===== src/rtl/sagen_pkg.sv =====
package sagen_pkg;

    typedef enum logic [1:0] {
        ST_IDLE = 2'd0,
        ST_RUN  = 2'd1,
        ST_FIN  = 2'd2
    } run_state_t;

    typedef struct packed {
        logic word;
        logic line;
        logic feat;
    } upd_flags_t;

    function automatic int unsigned step_shift(input int unsigned step);
        int unsigned s;
        s = 0;
        while ((1 << s) < step) s++;
        return s;
    endfunction

endpackage


===== src/rtl/sagen_loops.sv =====
module sagen_loops
    import sagen_pkg::*;
#(
    parameter int ADDR_W   = 32,
    parameter int STRIDE_W = 16,
    parameter int CNT      = 10,
    parameter int STEP     = 4
) (
    input  logic                clk_i,
    input  logic                rst_i,
    input  logic                clear_i,
    input  logic                step_i,
    input  logic [ADDR_W-1:0]   base_i,
    input  logic [CNT-1:0]      line_len_i,
    input  logic [STRIDE_W-1:0] line_stride_i,
    input  logic [CNT-1:0]      feat_len_i,
    input  logic [STRIDE_W-1:0] feat_stride_i,
    input  logic [CNT-1:0]      feat_roll_i,
    input  logic                outer_i,
    output logic [ADDR_W-1:0]   addr_o,
    output upd_flags_t          upd_o
);

    localparam int unsigned SH = step_shift(STEP);

    logic [CNT-1:0]    word_q, line_q, feat_q;
    logic [ADDR_W-1:0] loff_q, foff_q;
    logic              end_word, end_line, end_feat;

    assign end_word = (word_q == line_len_i - CNT'(1));
    assign end_line = (line_q == feat_len_i - CNT'(1));
    assign end_feat = (feat_q == feat_roll_i - CNT'(1));

    always_comb begin
        upd_o.word = step_i;
        upd_o.line = step_i & end_word;
        upd_o.feat = step_i & end_word & end_line;
    end

    assign addr_o = base_i + foff_q + loff_q + (ADDR_W'(word_q) << SH);

    always_ff @(posedge clk_i) begin
        if (rst_i || clear_i) begin
            word_q <= '0;
            line_q <= '0;
            feat_q <= '0;
            loff_q <= '0;
            foff_q <= '0;
        end else if (step_i) begin
            if (!end_word) begin
                word_q <= word_q + CNT'(1);
            end else begin
                word_q <= '0;
                if (!end_line) begin
                    line_q <= line_q + CNT'(1);
                    loff_q <= loff_q + ADDR_W'(line_stride_i);
                end else begin
                    line_q <= '0;
                    loff_q <= '0;
                    if (!end_feat) begin
                        feat_q <= feat_q + CNT'(1);
                        if (!outer_i) foff_q <= foff_q + ADDR_W'(feat_stride_i);
                    end else begin
                        feat_q <= '0;
                        if (outer_i) foff_q <= foff_q + ADDR_W'(feat_stride_i);
                        else         foff_q <= '0;
                    end
                end
            end
        end
    end

endmodule


===== src/rtl/sagen_flag_pipe.sv =====
module sagen_flag_pipe
    import sagen_pkg::*;
#(
    parameter int DELAY = 0
) (
    input  logic       clk_i,
    input  logic       rst_i,
    input  upd_flags_t raw_i,
    output upd_flags_t flags_o
);

    upd_flags_t stage_q;

    always_ff @(posedge clk_i) begin
        if (rst_i) stage_q <= '0;
        else       stage_q <= raw_i;
    end

    generate
        if (DELAY == 0) begin : g_direct
            assign flags_o = stage_q;
        end else begin : g_late
            upd_flags_t late_q;
            always_ff @(posedge clk_i) begin
                if (rst_i) late_q <= '0;
                else       late_q <= stage_q;
            end
            assign flags_o = late_q;
        end
    endgenerate

endmodule


===== src/rtl/strided_agen.sv =====
module strided_agen
    import sagen_pkg::*;
#(
    parameter int ADDR_W      = 32,
    parameter int STRIDE_W    = 16,
    parameter int TRANS_CNT   = 16,
    parameter int CNT         = 10,
    parameter int STEP        = 4,
    parameter int DELAY_FLAGS = 0
) (
    input  logic                 clk_i,
    input  logic                 rst_i,
    input  logic                 start_i,
    input  logic                 enable_i,
    input  logic [ADDR_W-1:0]    base_i,
    input  logic [TRANS_CNT-1:0] trans_size_i,
    input  logic [CNT-1:0]       line_len_i,
    input  logic [STRIDE_W-1:0]  line_stride_i,
    input  logic [CNT-1:0]       feat_len_i,
    input  logic [STRIDE_W-1:0]  feat_stride_i,
    input  logic [CNT-1:0]       feat_roll_i,
    input  logic                 outer_i,
    output logic [ADDR_W-1:0]    addr_o,
    output logic                 valid_o,
    output logic                 word_upd_o,
    output logic                 line_upd_o,
    output logic                 feat_upd_o,
    output logic                 progress_o,
    output logic                 done_o
);

    run_state_t           state_q;
    logic [TRANS_CNT-1:0] issued_q, trans_q;
    logic [ADDR_W-1:0]    base_q, cur_addr;
    logic [CNT-1:0]       llen_q, flen_q, roll_q;
    logic [STRIDE_W-1:0]  lstr_q, fstr_q;
    logic                 outer_q, issue, last_issue;
    upd_flags_t           raw_upd, flags;

    assign issue      = (state_q == ST_RUN) && enable_i && !start_i;
    assign last_issue = issue && (issued_q == trans_q - TRANS_CNT'(1));
    assign progress_o = (state_q == ST_RUN);

    sagen_loops #(
        .ADDR_W(ADDR_W), .STRIDE_W(STRIDE_W), .CNT(CNT), .STEP(STEP)
    ) u_loops (
        .clk_i(clk_i), .rst_i(rst_i), .clear_i(start_i), .step_i(issue),
        .base_i(base_q), .line_len_i(llen_q), .line_stride_i(lstr_q),
        .feat_len_i(flen_q), .feat_stride_i(fstr_q), .feat_roll_i(roll_q),
        .outer_i(outer_q), .addr_o(cur_addr), .upd_o(raw_upd)
    );

    sagen_flag_pipe #(.DELAY(DELAY_FLAGS)) u_flags (
        .clk_i(clk_i), .rst_i(rst_i), .raw_i(raw_upd), .flags_o(flags)
    );

    assign word_upd_o = flags.word;
    assign line_upd_o = flags.line;
    assign feat_upd_o = flags.feat;

    always_ff @(posedge clk_i) begin
        if (rst_i) begin
            state_q  <= ST_IDLE;
            issued_q <= '0;
            trans_q  <= '0;
            base_q   <= '0;
            llen_q   <= '0;
            flen_q   <= '0;
            roll_q   <= '0;
            lstr_q   <= '0;
            fstr_q   <= '0;
            outer_q  <= 1'b0;
            addr_o   <= '0;
            valid_o  <= 1'b0;
            done_o   <= 1'b0;
        end else begin
            valid_o <= issue;
            done_o  <= (state_q == ST_FIN);
            if (issue) addr_o <= cur_addr;
            if (start_i) begin
                base_q   <= base_i;
                trans_q  <= trans_size_i;
                llen_q   <= line_len_i;
                flen_q   <= feat_len_i;
                roll_q   <= feat_roll_i;
                lstr_q   <= line_stride_i;
                fstr_q   <= feat_stride_i;
                outer_q  <= outer_i;
                issued_q <= '0;
                state_q  <= (trans_size_i == '0) ? ST_FIN : ST_RUN;
            end else begin
                unique case (state_q)
                    ST_RUN: begin
                        if (issue) issued_q <= issued_q + TRANS_CNT'(1);
                        if (last_issue) state_q <= ST_FIN;
                    end
                    ST_FIN:  state_q <= ST_IDLE;
                    default: state_q <= ST_IDLE;
                endcase
            end
        end
    end

endmodule


===== config.mk =====
export PLATFORM = sky130hd
export DESIGN_NAME = strided_agen
export DESIGN_NICKNAME = d
export VERILOG_FILES = /design/src/rtl/sagen_pkg.sv /design/src/rtl/sagen_loops.sv /design/src/rtl/sagen_flag_pipe.sv /design/src/rtl/strided_agen.sv
export SDC_FILE = /design/constraint.sdc
export NUM_CORES = 1
export LEC_CHECK = 0
export BUFFER_PORTS_ARGS = -buffer_cell sky130_fd_sc_hd__buf_2
export CORE_ASPECT_RATIO = 0.75
export CORE_MARGIN = 5
export CORE_UTILIZATION = 30
export CTS_CLUSTER_DIAMETER = 150
export DETAILED_ROUTE_END_ITERATION = 10
export PLACE_DENSITY = 0.43
export SLEW_MARGIN = 20
export SYNTH_ARGS = -nofsm -noshare
export SYNTH_HDL_FRONTEND = slang
export SYNTH_SLANG_ARGS = --single-unit

===== constraint.sdc =====
create_clock -name clk_i -period 5.1 [get_ports clk_i]
set_clock_uncertainty 0.05 [all_clocks]
set_input_delay 0.51 -clock clk_i [delete_from_list [all_inputs] [get_ports clk_i]]
set_output_delay 0.51 -clock clk_i [all_outputs]
set_load 0.05 [all_outputs]

==> results, run 1 <==
- Post-CTS repair changed the size of 0 cells.
- The smallest clock period supported by the final layout is computed as approximately 4.3 ns.
- The multi-input combinational cells in the finished layout cover a total of 0.009573 mm².
- The worst hold path class is input port to flop.
- In this run the critical register-to-register path is launched from u_loops.foff_q[8]$_SDFFE_PP0P_.
- Timing would allow up to 233.5 MHz.
- The power after layout is 5.053 mW.
- Setup repair after global routing left no endpoint under its margin.
- The layout net count is roughly 2200.
- The die is 273.3 µm wide.
- Once layout is done, the placed cells without fillers occupy about 0.018 mm².
- The count of final hold-check violations is 0.
- After global routing the overflow that remains totals 0.
- The capturing element type of the critical path is a flop.
- For the worst setup path, the data arrival time is around 4.7 ns.
- The share of cells above drive strength 1 is 0.1254.
- The most used flip-flop cell after synthesis is sky130_fd_sc_hd__dfxtp_1.
- The share of the core filled with cells is 0.3524.
- In the routed design, unresolved DRC markers number 0.
- At the later pin of the worst-skew pair, clock insertion delay measures between 0.5 and 0.6 ns.
- The class of the most critical setup path is flop to flop.
- Summed over all layers, the routed wires come to 45500 µm.
- The number of setup violations in the final report is 0.
- The number of input and output port buffers inserted is about 150.
- The start point of the critical path is u_loops.foff_q[8]$_SDFFE_PP0P_.
- The number of sinks on the clock net is about 260.
- The initial antenna violation count came to 5.
- After synthesis the cells add up to about 0.016 mm².
- The placed instances occupy a cell area of 0.01706 mm².
- The floorplan has a little over 70 rows.
- The number of pins with negative max-slew slack in the final report was 0.
- Summed over all cells, the static leakage comes to between 7 and 8 nW.
- The H-tree level count is 1.
- In this run the most critical hold path is launched from base_i[27].
- The flow ran to the end, and the final reports show no timing, DRC or antenna violations.
- Routability-driven placement finished with a final weighted congestion of around 0.86.
- The first-pass detailed-route iteration total is 5.
- After detailed routing, the number of vias per cell comes to 4.841.
- The count of flip-flops with a built-in enable after synthesis is 0.
- The core region is between 0.05 and 0.06 mm².
- For this run, the total global-route usage over all layers was measured as 0.1565.
- The total number of vias is approximately 13000.
- The number of standard cells after synthesis is 1816.
- After synthesis, the share of flip-flops with an asynchronous set or reset is 0.
- The fraction of the cycle the final worst path needs is 0.8398.
- The CTS clock-pin slew for the worst setup and hold paths is around 0.07 ns.
- The die is 207.5 µm tall.
- The max-slew headroom at the worst pin is 0.3483.
- The longest clock path from root to sink contains 3 buffers.
- Entering global routing, the biggest net connects 57 pins.
- In this run, distinct cell masters in the synthesized netlist total 82.
- In this run the worst path has a maximum fanout of 5.
- Adding up every negative setup slack in the final design gives 0 ns.
- The total number of yosys warnings is 0.
- The post-detailed-route wirelength per cell is approximately 17 µm.
- In this run the remaining antenna-violating nets after routing total 0.
- The synthesized design contains roughly 260 register bits.
- The slew at the pin with the worst max-slew slack is around 0.98 ns.
- The number of setup buffers added after CTS is 0.
- The sequential standard cell area is 0.005185 mm².
- Pin placement for this block handled about 150 I/O pins.
- For this run, the register share of the synthesized area comes to 0.3325.
- The filler cells instantiated in the layout total approximately 5400.
- The CTS tree is built.
- The number of global-route vias before repair is between 10000 and 15000.
- 0 antenna diodes ended up in the layout.
- From synthesis to final layout, the design area changed by 16.44%.
- The power density relative to cell area is between 200 and 300 mW/mm².
- Max-cap violations in this run came to 0.
- The initial cell density of the core is 0.3026.
- The worst setup path is launched from a flop.
- Buffers inserted during clock tree synthesis total 31.
- Detailed placement ended at an HPWL of ~35000 µm.
- The number of nets in the synthesized netlist is 2064.
- In this run, post-CTS hold repair placed 0 buffers.
- The floorplan step defined a die boundary enclosing 0.05669 mm².
- The tree is rooted in a sky130_fd_sc_hd__clkbuf_16.
- Each instance of the synthesized netlist takes up on average about 8.6 µm².
- The first-pass GRT wire length is between 70000 and 80000 µm.
- The worst-case IR drop observed on VDD is 0.2547 mV.
- Data on the critical path is required at its endpoint by around 5.5 ns.
- The DRC marker count from the first detailed-route iteration is about 700.
critical path: stages, from the launching register on:
cell	delay (ns)
sky130_fd_sc_hd__dfxtp_1	0.37
sky130_fd_sc_hd__inv_1	0.09
sky130_fd_sc_hd__fa_1	0.49
sky130_fd_sc_hd__fa_1	0.52
sky130_fd_sc_hd__inv_1	0.05
sky130_fd_sc_hd__ha_1	0.35
sky130_fd_sc_hd__a211oi_1	0.25
sky130_fd_sc_hd__nor2_1	0.10
sky130_fd_sc_hd__a2111o_1	0.38
sky130_fd_sc_hd__o221ai_1	0.17
sky130_fd_sc_hd__buf_4	0.17
sky130_fd_sc_hd__a21oi_1	0.14
sky130_fd_sc_hd__a311oi_1	0.36
sky130_fd_sc_hd__buf_4	0.20
sky130_fd_sc_hd__o21bai_1	0.09
sky130_fd_sc_hd__nor3b_1	0.14
sky130_fd_sc_hd__o31a_1	0.24
placed cells by master (no fill, tap or decap), types with 5 or more instances in the layout:
master and n:
sky130_fd_sc_hd__a211o_1 5, sky130_fd_sc_hd__a211oi_1 14, sky130_fd_sc_hd__a21o_1 33, sky130_fd_sc_hd__a21oi_1 110, sky130_fd_sc_hd__a31oi_1 13, sky130_fd_sc_hd__and3_1 22, sky130_fd_sc_hd__buf_2 150, sky130_fd_sc_hd__buf_4 13
sky130_fd_sc_hd__bufinv_16 5, sky130_fd_sc_hd__clkbuf_16 31, sky130_fd_sc_hd__clkbuf_8 6, sky130_fd_sc_hd__clkinv_2 7, sky130_fd_sc_hd__dfxtp_1 259, sky130_fd_sc_hd__fa_1 44, sky130_fd_sc_hd__ha_1 89, sky130_fd_sc_hd__inv_1 150
sky130_fd_sc_hd__mux2i_1 112, sky130_fd_sc_hd__nand2_1 139, sky130_fd_sc_hd__nand2b_1 9, sky130_fd_sc_hd__nand3_1 56, sky130_fd_sc_hd__nand4_1 32, sky130_fd_sc_hd__nor2_1 226, sky130_fd_sc_hd__nor2b_1 16, sky130_fd_sc_hd__nor3_1 28
sky130_fd_sc_hd__nor3b_1 6, sky130_fd_sc_hd__nor4_1 18, sky130_fd_sc_hd__nor4b_1 5, sky130_fd_sc_hd__o21a_1 12, sky130_fd_sc_hd__o21ai_0 44, sky130_fd_sc_hd__o21bai_1 8, sky130_fd_sc_hd__o22ai_1 13, sky130_fd_sc_hd__o31ai_1 9
sky130_fd_sc_hd__or3_1 25, sky130_fd_sc_hd__or4_1 9, sky130_fd_sc_hd__xnor2_1 89, sky130_fd_sc_hd__xor2_1 72
metal layers:
metal,vias up,GRT usage,routed length [µm]
met5,-,0,31
met4,6,0.01947,515
met3,47,0.02762,2143
met2,226,0.2337,18700
met1,6111,0.2416,24110
li1,6546,-,-
power by group:
part,switching (mW),internal [mW]
Combinational,0.294,0.212
Sequential,0.0654,2.08
Clock,0.951,1.45
cell families after synthesis:
group           after synthesis  share of synthesized area
fa+ha+maj                   133                     0.1279
compound gates              310                     0.1320
buf+inv                     219                    0.05392
mux                         113                    0.07261
flops                       259                     0.3325
simple gates                621                     0.1907
xor+xnor                    161                    0.09042
area by class of cell:
class / count / share of cell area
tap: 703 / 0.04844
clock inverter: 17 / 0.01240
clock buffer: 40 / 0.04789
timing repair buffer: 164 / 0.04734
inverter: 151 / 0.03121
multi-input combinational: 1338 / 0.5272
sequential: 259 / 0.2855
metrics by stage:
stage | setup WS, ns | hold WS [ns] | cells
CTS | 0.8213 | 0.07336 | 2672
finish | 0.8173 | 0.1100 | 2672
detailed placement | 0.8368 | 0.3511 | 2615
global placement | 0.9759 | 0.3523 | 2615
global route | 0.4777 | 0.09069 | 2672
floorplan | 1.147 | 0.3396 | 1816
worst paths after layout:
| path | endpoint | slack (ns) | cells past startpoint |
|---|---|---|---|
| worst min-delay path | base_q[27]$_SDFFE_PP0P_ | 0.11 | 3 |
| worst max register to register | addr_o[29]$_SDFFE_PP0P_ | 0.82 | 16 |
| worst min register to register | done_o$_SDFF_PP0_ | 0.37 | 1 |
| worst max-delay path | addr_o[29]$_SDFFE_PP0P_ | 0.82 | 16 |
registers in the layout, indices dropped and copies added, names as in the netlist, 16 cells and up:
register and count:
u_loops.foff_q 32, lstr_q 16, trans_q 16, addr_o 32, base_q 32, u_loops.loff_q 32, fstr_q 16, issued_q 16
Yosys cell counts (all sizes together), types with 12 or more instances:
library cell	count	area [µm²]
nand4	32	200.2
o22ai	13	81.33
o21ai	47	242.7
nor3	30	160.2
mux2i	112	1121
nand3	56	280.3
nand2	141	531.8
fa	44	880.8
xor2	72	630.6
clkbuf	47	176.4
o21a	12	90.09
a21o	33	247.7
xnor2	89	779.5
a31oi	13	81.33
nor2	227	854.6
ha	89	1114
a211oi	15	125.1
inv	150	563.0
and3	22	137.6
nor4	21	158.9
dfxtp	259	5185
nor2b	16	100.1
or3	25	156.4
buf	21	97.60
a21oi	111	566.8
(Power assumes the default switching activity.)
==> run 2, diff against run 1 <==
--- a/config.mk
+++ b/config.mk
@@ -11,7 +11,7 @@
 export CORE_UTILIZATION = 30
 export CTS_CLUSTER_DIAMETER = 150
 export DETAILED_ROUTE_END_ITERATION = 10
-export PLACE_DENSITY = 0.43
+export PLACE_DENSITY = 0.45
 export SLEW_MARGIN = 20
 export SYNTH_ARGS = -nofsm -noshare
 export SYNTH_HDL_FRONTEND = slang
==> constraint.sdc (replaced) <==
create_clock -name clk_i -period 3.49 [get_ports clk_i]
set_clock_uncertainty 0.05 [all_clocks]
set_input_delay 0.349 -clock clk_i [delete_from_list [all_inputs] [get_ports clk_i]]
set_output_delay 0.349 -clock clk_i [all_outputs]
set_load 0.05 [all_outputs]
==> run 2 against run 1 <==
  * The flow now finishes with violations (negative setup slack)
  * Wire length grew 4.4%
  * Setup slack worse by 1.1 ns
  * Die area unchanged
  * Via count rose by 6.1%
  * Maximum frequency rose by 13%
  * Sequential share of layout area down 3.3 points
  * Total power rose by 46%
  * Flip-flop and latch count stayed put
  * Critical path depth shrank 2
  * Non-clock buffer count up 224
  * Largest cell class unchanged
==> results, run 2 (synthesis results as in run 1) <==
- The number of filler instances in the final layout is 5243 (was 5422).
- The post-synthesis to final-layout area growth is 31.98% (was 16.44%).
- The placement-stage cell area is 0.01799 mm² (was 0.01706 mm²).
- The clock latency on the worst-skew pair was 0.59 ns (was 0.58 ns).
- The last weighted congestion value of the routability-driven placer is 0.8915 (was 0.8550).
- The post-route minimum period came to 3.776 ns (was 4.283 ns).
- The number of pins with negative max-slew slack in the final report was 0 (unchanged).
- The worst reg2reg path depth is 14 (was 16).
- The via count normalized by instance count is 4.740 (was 4.841).
- The height of the die is 207.5 µm (unchanged).
- The capture endpoint of the worst hold path is base_q[10]$_SDFFE_PP0P_ (was base_q[27]$_SDFFE_PP0P_).
- The worst hold path class is input port to flop (unchanged).
- The initial cell density of the core came to 0.3026 (unchanged).
- The power density relative to cell area is 359.6 mW/mm² (was 278.3 mW/mm²).
- The share of cells above drive strength 1 is 0.2004 (was 0.1254).
- The data arrival time of the critical path came to 4.21 ns (was 4.71 ns).
- The core area is 0.05153 mm² (unchanged).
- The full die area was 0.05669 mm² (unchanged).
- The power after layout is 7.401 mW (was 5.053 mW).
- The worst hold margin is 0.01627 ns (was 0.1100 ns).
- Run status: finished with violations (was finished clean).
- The layout net count is 2416 (was 2193).
- The total clock buffers created by CTS is 30 (was 31).
- The capturing element type of the critical path is a flop (unchanged).
- The first-pass detailed-route iteration total is 5 (unchanged).
- The worst supply voltage drop on vdd was 0.3679 mV (was 0.2547 mV).
- The post-detailed-route wirelength per cell is 16.41 µm (was 17.03 µm).
- The die outline width came to 273.3 µm (unchanged).
- The fraction of the cycle the final worst path needs is 1.082 (was 0.8398).
- The cell area after layout came to 0.02058 mm² (was 0.01816 mm²).
- The maximum fanout encountered on the critical timing path was 4 (was 5).
- Commonest cells after routing, fill and taps aside: sky130_fd_sc_hd__dfxtp_1 (249), sky130_fd_sc_hd__nor2_1 (226), sky130_fd_sc_hd__buf_2 (150) (was sky130_fd_sc_hd__dfxtp_1 (259), sky130_fd_sc_hd__nor2_1 (226), sky130_fd_sc_hd__inv_1 (150), sky130_fd_sc_hd__buf_2 (150), sky130_fd_sc_hd__nand2_1 (139)).
- The most common cell after layout, fill and taps aside is sky130_fd_sc_hd__dfxtp_1 (unchanged).
- The count of non-filler cells in the finished layout was 2895 (was 2672).
- The DRC marker count from the first detailed-route iteration came to 825 (was 699).
- The number of maximum-capacitance violations is 0 (unchanged).
- The setup TNS is -1.423 ns (was 0 ns).
- The class of the most critical setup path is flop to flop (unchanged).
- The buffer cell driving the clock tree root is sky130_fd_sc_hd__clkbuf_16 (unchanged).
- The pre-CTS setup slack was -0.3267 ns (was 0.8368 ns).
- The H-tree level count is 1 (unchanged).
- The depth of the worst hold-timing path is 3 (unchanged).
- The sequential standard cell area is 0.005197 mm² (was 0.005185 mm²).
- The CTS clock-pin slew for the worst setup and hold paths is 0.07 ns (about the same).
- The start of the worst register-to-register path was u_loops.foff_q[3]$_SDFFE_PP0P_ (was u_loops.foff_q[8]$_SDFFE_PP0P_).
- The final worst setup slack is -0.2858 ns (was 0.8173 ns).
- The top achievable clock speed came to 264.8 MHz (was 233.5 MHz).
- The worst-case clock buffer depth is 3 (unchanged).
- The number of sinks on the clock net is 259 (unchanged).
- The count of nets left with antenna violations after detail routing was 0 (unchanged).
- The CTS tree is built (unchanged).
- The number of setup violations in the final report is 12 (was 0).
- Unrepaired setup endpoints after global routing: true (was false).
- The total I/O pin count is 153 (unchanged).
- The maximum number of pins on one net before global-route repair was 59 (was 57).
- The first-pass GRT wire length is 75070 µm (was 72240 µm).
- The source of the worst hold timing path is base_i[10] (was base_i[27]).
- The slew at the pin with the worst max-slew slack was 0.7993 ns (was 0.9776 ns).
- The total number of vias is 13723 (was 12936).
- The overall routed net length is 47510 µm (was 45500 µm).
- The capturing point of the worst reg2reg path is addr_o[29]$_SDFFE_PP0P_ (unchanged).
- The count of final hold-check violations was 0 (unchanged).
- The area occupied by multi-input gates is 0.01001 mm² (was 0.009573 mm²).
- The setup slack on the worst flop-to-flop path is -0.29 ns (was 0.82 ns).
- The number of placed cells counting well taps came to 2723 (was 2615).
- The total track usage was 0.1617 (was 0.1565).
- The static leakage is 9.005 nW (was 7.860 nW).
- The number of input and output port buffers inserted is 152 (unchanged).
- The number of global-route vias before repair is 13596 (was 12491).
- The initial antenna violation count came to 0 (was 5).
- The number of rows created at floorplan is 72 (unchanged).
- The max-slew headroom at the worst pin is 0.4672 (was 0.3483).
- The required time of the critical path is 3.92 ns (was 5.53 ns).
- The type of origin of the critical path is a flop (unchanged).
- The final reports fail on negative setup slack.
- The total congestion overflow after global routing is 0 (unchanged).
- The share of the core filled with cells is 0.3994 (was 0.3524).
- The total half-perimeter wirelength after legalization and detailed placement came to 35550 µm (was 34890 µm).
- The residual DRC count is 0 (unchanged).
==> run 2: cell count changes in the layout (fill, tap and decap cells not counted), moves of 8 or more <==
cell / delta
sky130_fd_sc_hd__buf_4: +109
sky130_fd_sc_hd__inv_2: +9
sky130_fd_sc_hd__dfxtp_2: +10
sky130_fd_sc_hd__dfxtp_1: -10
sky130_fd_sc_hd__dlygate4sd3_1: +107
sky130_fd_sc_hd__a21oi_2: +17
sky130_fd_sc_hd__a21oi_1: -19
sky130_fd_sc_hd__inv_1: -9
sky130_fd_sc_hd__ha_1: -8
==> run 2: layout make-up <==
cell class	instances	area share
clock buffers	42	0.04255
well taps	703	0.04274
clock inverters	13	0.008875
multi-input cells	1338	0.4864
diodes	1	0.0001216
repair buffers	388	0.1392
flip-flops and latches	259	0.2525
inverters	151	0.02754
==> run 2: repair_timing <==
item / in CTS / in global routing
hold buffers: 107 / 0
endpoints found under the hold margin: 107 / 0
endpoints found under the setup margin: 18 / 77
buffers inserted: 3 / 7
gates resized for setup: 32 / 63
pin swaps: 13 / 43
==> run 2: critical path: stages (launching register included) <==
cell and delay, ns:
sky130_fd_sc_hd__dfxtp_2 0.33, sky130_fd_sc_hd__inv_2 0.04, sky130_fd_sc_hd__fa_1 0.49, sky130_fd_sc_hd__fa_1 0.56
sky130_fd_sc_hd__inv_2 0.06, sky130_fd_sc_hd__ha_4 0.21, sky130_fd_sc_hd__a211o_1 0.32, sky130_fd_sc_hd__a21oi_2 0.23
sky130_fd_sc_hd__nor4_4 0.07, sky130_fd_sc_hd__o221ai_2 0.27, sky130_fd_sc_hd__a21oi_4 0.12, sky130_fd_sc_hd__a311oi_4 0.41
sky130_fd_sc_hd__o21bai_1 0.13, sky130_fd_sc_hd__nor3b_2 0.16, sky130_fd_sc_hd__o31a_1 0.24
==> run 2: metal layers <==
metal	part of all wire	global-route usage	routed length, µm
met5	0	0	0
met4	0.018	0.02991	847
met3	0.040	0.02022	1887
met2	0.43	0.2474	20290
met1	0.52	0.2459	24480
==> run 2: worst max-delay path by stage <==
stage / startpoint / to / slack, ns / depth (start not counted)
final: u_loops.foff_q[3]$_SDFFE_PP0P_ / addr_o[29]$_SDFFE_PP0P_ / -0.29 / 14
after global routing: base_q[14]$_SDFFE_PP0P_ / addr_o[31]$_SDFFE_PP0P_ / -0.43 / 14
after CTS: base_q[2]$_SDFFE_PP0P_ / addr_o[29]$_SDFFE_PP0P_ / -0.22 / 16
after detailed placement: base_q[5]$_SDFFE_PP0P_ / addr_o[31]$_SDFFE_PP0P_ / -0.33 / 15
after global placement: base_q[2]$_SDFFE_PP0P_ / addr_o[24]$_SDFFE_PP0P_ / -0.27 / 17
after floorplan: u_loops.foff_q[3]$_SDFFE_PP0P_ / addr_o[29]$_SDFFE_PP0P_ / 0.009 / 14
==> run 2: power by group <==
group	total, mW	switching, mW	internal [mW]
registers	3.13	0.0853	3.04
clock network	3.38	1.34	2.04
logic	0.898	0.474	0.424
